File: src/rtl/tach_pkg.sv
package tach_pkg;
  typedef enum logic [1:0] {
    SEL_CAPTURE = 2'd0,
    SEL_STATUS  = 2'd1,
    SEL_COUNT   = 2'd2,
    SEL_NONE    = 2'd3
  } rd_sel_e;

  localparam int STAT_NEW_BIT = 0;
  localparam int STAT_OVF_BIT = 1;
endpackage

File: src/rtl/tach_edge_sync.sv
module tach_edge_sync #(
  parameter int STAGES = 2
) (
  input  logic clk,
  input  logic rst,
  input  logic async_in,
  output logic rise_o
);
  localparam int LAST = STAGES - 1;

  logic [STAGES-1:0] chain_q;
  logic              prev_q;

  genvar g;
  generate
    for (g = 0; g < STAGES; g++) begin : g_stage
      if (g == 0) begin : g_first
        always_ff @(posedge clk) begin
          if (rst) chain_q[0] <= 1'b0;
          else     chain_q[0] <= async_in;
        end
      end else begin : g_next
        always_ff @(posedge clk) begin
          if (rst) chain_q[g] <= 1'b0;
          else     chain_q[g] <= chain_q[g-1];
        end
      end
    end
  endgenerate

  always_ff @(posedge clk) begin
    if (rst) prev_q <= 1'b0;
    else     prev_q <= chain_q[LAST];
  end

  assign rise_o = chain_q[LAST] & ~prev_q;

  // a recognized edge lasts exactly one clock
  p_rise_single_r1: assert property (@(posedge clk) disable iff (rst)
    rise_o |=> !rise_o);
endmodule

File: src/rtl/tach_free_counter.sv
module tach_free_counter #(
  parameter int W = 24
) (
  input  logic         clk,
  input  logic         rst,
  input  logic         reload_i,
  output logic [W-1:0] count_o,
  output logic         tc_o
);
  localparam logic [W-1:0] ALL_ONES = {W{1'b1}};

  logic [W-1:0] cnt_q;

  assign tc_o    = (cnt_q == ALL_ONES);
  assign count_o = cnt_q;

  always_ff @(posedge clk) begin
    if (rst)                  cnt_q <= '0;
    else if (reload_i || tc_o) cnt_q <= '0;
    else                      cnt_q <= cnt_q + W'(1);
  end

  // plain increment when nothing reloads
  p_count_up_r2: assert property (@(posedge clk) disable iff (rst)
    (!reload_i && !tc_o) |=> (cnt_q == $past(cnt_q) + W'(1)));
  // wrap at all ones
  p_tc_wrap_r3: assert property (@(posedge clk) disable iff (rst)
    tc_o |=> (cnt_q == '0));
  // capture restarts the count
  p_reload_zero_r4: assert property (@(posedge clk) disable iff (rst)
    reload_i |=> (cnt_q == '0));
endmodule

File: src/rtl/tach_capture_bank.sv
module tach_capture_bank
  import tach_pkg::*;
#(
  parameter int W = 24
) (
  input  logic         clk,
  input  logic         rst,
  input  logic         cap_evt_i,
  input  logic         tc_i,
  input  logic [W-1:0] count_i,
  input  logic         rd_en_i,
  input  logic [1:0]   rd_addr_i,
  output logic [W-1:0] rd_data_o,
  output logic         rd_valid_o
);
  logic [W-1:0] cap_q;
  logic         new_q;
  logic         ovf_q;
  logic         stat_clr;
  logic [W-1:0] rd_mux;
  rd_sel_e      sel;

  assign sel      = rd_sel_e'(rd_addr_i);
  assign stat_clr = rd_en_i && (sel == SEL_STATUS);

  always_ff @(posedge clk) begin
    if (rst)            cap_q <= '0;
    else if (cap_evt_i) cap_q <= count_i;
  end

  // a set in the same clock as a clear wins, so no event is lost
  always_ff @(posedge clk) begin
    if (rst) begin
      new_q <= 1'b0;
      ovf_q <= 1'b0;
    end else begin
      new_q <= cap_evt_i | (new_q & ~stat_clr);
      ovf_q <= tc_i      | (ovf_q & ~stat_clr);
    end
  end

  always_comb begin
    rd_mux = '0;
    unique case (sel)
      SEL_CAPTURE: rd_mux = cap_q;
      SEL_STATUS: begin
        rd_mux[STAT_NEW_BIT] = new_q;
        rd_mux[STAT_OVF_BIT] = ovf_q;
      end
      SEL_COUNT:   rd_mux = count_i;
      default:     rd_mux = '0;
    endcase
  end

  always_ff @(posedge clk) begin
    if (rst) begin
      rd_data_o  <= '0;
      rd_valid_o <= 1'b0;
    end else begin
      rd_valid_o <= rd_en_i;
      if (rd_en_i) rd_data_o <= rd_mux;
    end
  end

  // capture stores the running count
  p_cap_load_r4: assert property (@(posedge clk) disable iff (rst)
    cap_evt_i |=> (cap_q == $past(count_i)));
  // capture register changes only on a capture
  p_cap_hold_r5: assert property (@(posedge clk) disable iff (rst)
    !cap_evt_i |=> $stable(cap_q));
  // capture marks the new flag
  p_new_set_r6: assert property (@(posedge clk) disable iff (rst)
    cap_evt_i |=> new_q);
  // terminal count marks overflow, also alongside a capture
  p_ovf_set_r8: assert property (@(posedge clk) disable iff (rst)
    tc_i |=> ovf_q);
  // flags fall only through a status read
  p_flag_clear_r7: assert property (@(posedge clk) disable iff (rst)
    ($fell(new_q) || $fell(ovf_q)) |-> $past(stat_clr));
  // one-clock read response
  p_rd_valid_r10: assert property (@(posedge clk) disable iff (rst)
    rd_en_i |=> rd_valid_o);
endmodule

File: src/rtl/tach_period_timer.sv
module tach_period_timer #(
  parameter int CNT_W       = 24,
  parameter int SYNC_STAGES = 2
) (
  input  logic             clk,
  input  logic             rst,
  input  logic             tach_in,
  input  logic             rd_en,
  input  logic [1:0]       rd_addr,
  output logic [CNT_W-1:0] rd_data,
  output logic             rd_valid
);
  logic             rise;
  logic             tc;
  logic [CNT_W-1:0] count;

  tach_edge_sync #(.STAGES(SYNC_STAGES)) u_sync (
    .clk      (clk),
    .rst      (rst),
    .async_in (tach_in),
    .rise_o   (rise)
  );

  tach_free_counter #(.W(CNT_W)) u_cnt (
    .clk      (clk),
    .rst      (rst),
    .reload_i (rise),
    .count_o  (count),
    .tc_o     (tc)
  );

  tach_capture_bank #(.W(CNT_W)) u_bank (
    .clk        (clk),
    .rst        (rst),
    .cap_evt_i  (rise),
    .tc_i       (tc),
    .count_i    (count),
    .rd_en_i    (rd_en),
    .rd_addr_i  (rd_addr),
    .rd_data_o  (rd_data),
    .rd_valid_o (rd_valid)
  );

  // reset leaves the read port idle
  p_reset_idle_r9: assert property (@(posedge clk)
    rst |=> !rd_valid);
endmodule

File: config.mk
export PLATFORM = sky130hd
export DESIGN_NAME = tach_period_timer
export DESIGN_NICKNAME = d
export VERILOG_FILES = /design/src/rtl/tach_pkg.sv /design/src/rtl/tach_edge_sync.sv /design/src/rtl/tach_free_counter.sv /design/src/rtl/tach_capture_bank.sv /design/src/rtl/tach_period_timer.sv
export SDC_FILE = /design/constraint.sdc
export NUM_CORES = 1
export LEC_CHECK = 0
export ABC_AREA = 1
export BUFFER_PORTS_ARGS = -buffer_cell sky130_fd_sc_hd__clkbuf_2
export CORE_UTILIZATION = 66
export CTS_BUF_LIST = sky130_fd_sc_hd__clkbuf_8
export DETAILED_ROUTE_END_ITERATION = 16
export HOLD_SLACK_MARGIN = 0.02
export MAX_ROUTING_LAYER = met4
export PLACE_DENSITY = 0.95
export SLEW_MARGIN = 20
export SYNTH_ARGS = -nofsm -noshare
export SYNTH_HDL_FRONTEND = slang
export SYNTH_SLANG_ARGS = --single-unit
File: constraint.sdc
create_clock -name clk -period 3.7 [get_ports clk]
set_clock_uncertainty 0.1 [all_clocks]
set_input_delay 1.11 -clock clk [delete_from_list [all_inputs] [get_ports clk]]
set_output_delay 1.11 -clock clk [all_outputs]
set_load 0.03 [all_outputs]
==> flow_metrics.tcl <==
set metrics [dict create \
    status "complete, no violations" \
    timing_max_transition_violations_final 0 \
    arr_time_crit_path_ps 2540 \
    drcViolationCount 0 \
    area_growth_pct 12.5 \
    synth.ff_latch_count 78 \
    seq_area_frac_synth_pct 45.8 \
    setup.worst_path.start_class "input port" \
    hold_violations 0 \
    tns_ps 0 \
    globalRouteOverflowTotal 0 \
    finalWorstSetupSlack_ps 1290 \
    cts-root-buf "clkbuf_8" \
    io_pins 31 \
    crit_path_frequent_cell "inv_1" \
    detailedPlacementHpwl_mm 4.94 \
    initial_antenna_violation_count 0 \
    achievable-frequency_mhz 415 \
    finalWirelength_mm 7.94 \
    insertion_delay_ps 350 \
    vdd_drop_max_v 0.000257 \
    cts_setup_buffers 0 \
    avgRoutedWirePerCell_um 13.8 \
    final_core_utilization_pct 79.1 \
    floorplan.initialDensity_pct 70.3 \
    critical_path.cell_chain "clkbuf_2 > inv_1 > o21ai_0 > inv_1" \
    port_buffers 30 \
    rsz0062_at_grt "false" \
    min-delay-path-class "reg -> reg" \
    tritoncts_sink_count 78 \
    dieArea_mm2 0.00546 \
    post-route-cell-area_mm2 0.00383 \
    first_pass_grt_wire_length_mm 13.1 \
    core_outline_area_mm2 0.00485 \
    cts.hold.buffers_added 0 \
    ctsResizeCount 0 \
    max_cap_violations 0 \
    detailedRoute.firstPassIterationCount 5 \
    clk_buf_depth 2 \
    netlist_area_mm2 0.00341 \
    cts_buffers 9 \
    worst-endpoint-required_ps 3830 \
    die_height_um 73.9 \
    leakage_power_nw 1.66 \
    fin_nets 509 \
    chipWidth_um 73.9 \
    pre_cts_ws_ps 1040 \
    critical-path-slowest-cell "inv_1" \
    postRouteAntennaNets 0 \
    insertedDiodeCount 0 \
    path_clk_slew_ps 80 \
    grt_util_all_layers_pct 32.8 \
    vias_in_the_first_global_route 2877 \
    cts_max_level 3 \
    post_drt_via_cell_ratio 5.57 \
    worst_pin_slew_ps 760 \
    clock_period_minus_final_worst_setup_slack_ps 2410 \
    std_cell_rows 25 \
    critical_path_peak_fanout 26 \
    cp-end-kind "register" \
    final_layout_size_suffix_gt1_share_pct 11.8 \
    power.density_cell_area_mw_per_mm2 490 \
    post_synth_num_cell_types 24 \
    finalSetupViolations 0 \
    via_count_of_the_routed_design 3199 \
    criticalPathCategory "in -> reg" \
    yosysWarningCount 0 \
    synthesis.nets 487 \
    synth_area_per_cell_um2 7.10 \
    clock_tree_from_tritoncts "done" \
    largest_net_degree_at_the_start_of_global_routing 50 \
    syn_inst 480 \
    drt-initial-drc-count 361 \
    fin_crit_sh_pct 65.1 \
    placement.cell_area_mm2 0.00356 \
    last_weighted_congestion_value_of_the_routability_driven_placer 0.883 \
    stage_delay_of_the_slowest_cell_on_the_critical_path_ps 500 \
    whs_ps 320 \
    max-slew-margin-rel_pct 49.4 \
]
routing by layer:
layer | up-vias | routed length [µm] | global-route usage (%)
li1 | 1551 | - | -
met1 | 1485 | 3360 | 38.9
met2 | 141 | 3960 | 55.6
met3 | 22 | 480 | 4.25
met4 | 0 | 141 | 14.5
met5 | - | 0 | -
layout make-up:
| cell class | count | area, µm² |
|---|---|---|
| Clock buffer | 10 | 138 |
| Clock inverter | 6 | 133 |
| Fill cell | 313 | 1010 |
| Inverter | 61 | 229 |
| Multi-Input combinational cell | 319 | 1520 |
| Sequential cell | 78 | 1560 |
| Tap cell | 67 | 83.8 |
| Timing Repair Buffer | 33 | 173 |
final timing paths:
path                           to  depth (start not counted)               from  slack, ps
max          u_bank.rd_data_o[12]                          4              rd_en       1290
min             u_sync.chain_q[1]                          2  u_sync.chain_q[0]        320
max reg2reg     u_cnt.count_o[21]                          8   u_cnt.count_o[1]       1820
min reg2reg     u_sync.chain_q[1]                          2  u_sync.chain_q[0]        320
synthesized netlist by cell type:
library cell / instances / share of area [%]
ha_1: 1 / 0.37
a21oi_1: 10 / 1.5
and2_1: 2 / 0.37
inv_2: 1 / 0.11
nand3_2: 1 / 0.29
buf_6: 2 / 0.66
nor2_2: 3 / 0.55
o21ai_0: 46 / 6.8
xor2_1: 10 / 2.6
nor2_8: 1 / 0.59
a211oi_1: 23 / 5.1
nand4_1: 2 / 0.37
nand2_1: 86 / 9.5
clkbuf_1: 14 / 1.5
o211ai_1: 1 / 0.22
nand3_1: 18 / 2.6
xnor2_1: 1 / 0.26
nor2_4: 2 / 0.66
buf_2: 5 / 0.73
nand2_4: 2 / 0.66
inv_1: 60 / 6.6
nor2_1: 110 / 12
buf_1: 1 / 0.11
dfxtp_1: 78 / 46
cells in the final DEF, fill, tap and decap left out, drive strengths merged, types with 3 or more instances in the layout:
cell      n
nand2    88
buf       3
a21oi    10
clkbuf   40
dfxtp    78
bufinv    4
nand3    19
a211oi   23
inv      61
o21ai    46
xor2     10
nor2    116
logic make-up (layout without fill, tap and decap cells):
family	count (synthesis)	in the layout	synth area share, %
compound gates	80	80	13.5
xor+xnor	11	11	2.83
fa+ha+maj	1	1	0.367
buf+inv	83	110	9.76
flops	78	78	45.8
simple gates	227	227	27.7
worst max-delay path, delay by kind of cell:
| kind | cells | cell delay [ps] |
|---|---|---|
| AO/OA/AOI/OAI | 1 | 410 |
| buffers and inverters | 3 | 1010 |
power breakdown:
group          switching, mW  total, mW  leakage (nW)  internal [mW]
logic                  0.102      0.142         0.893         0.0402
registers             0.0185      0.888         0.636          0.870
clock network          0.313      0.847         0.132          0.534
through the flow:
step                      power (mW)  cells
after floorplan                 1.01    480
after global placement          1.04    558
after detailed placement        1.05    558
after CTS                       1.87    574
after global routing            1.93    574
final                           1.88    574
sequential cells by signal, summed over array words and instances (netlist names):
register and cells:
u_bank.cap_q 24, u_bank.new_q 1, u_bank.ovf_q 1, u_bank.rd_data_o 24
u_bank.rd_valid_o 1, u_cnt.count_o 24, u_sync.chain_q 2, u_sync.prev_q 1
No activity file was read; power rests on OpenSTA's default activity.
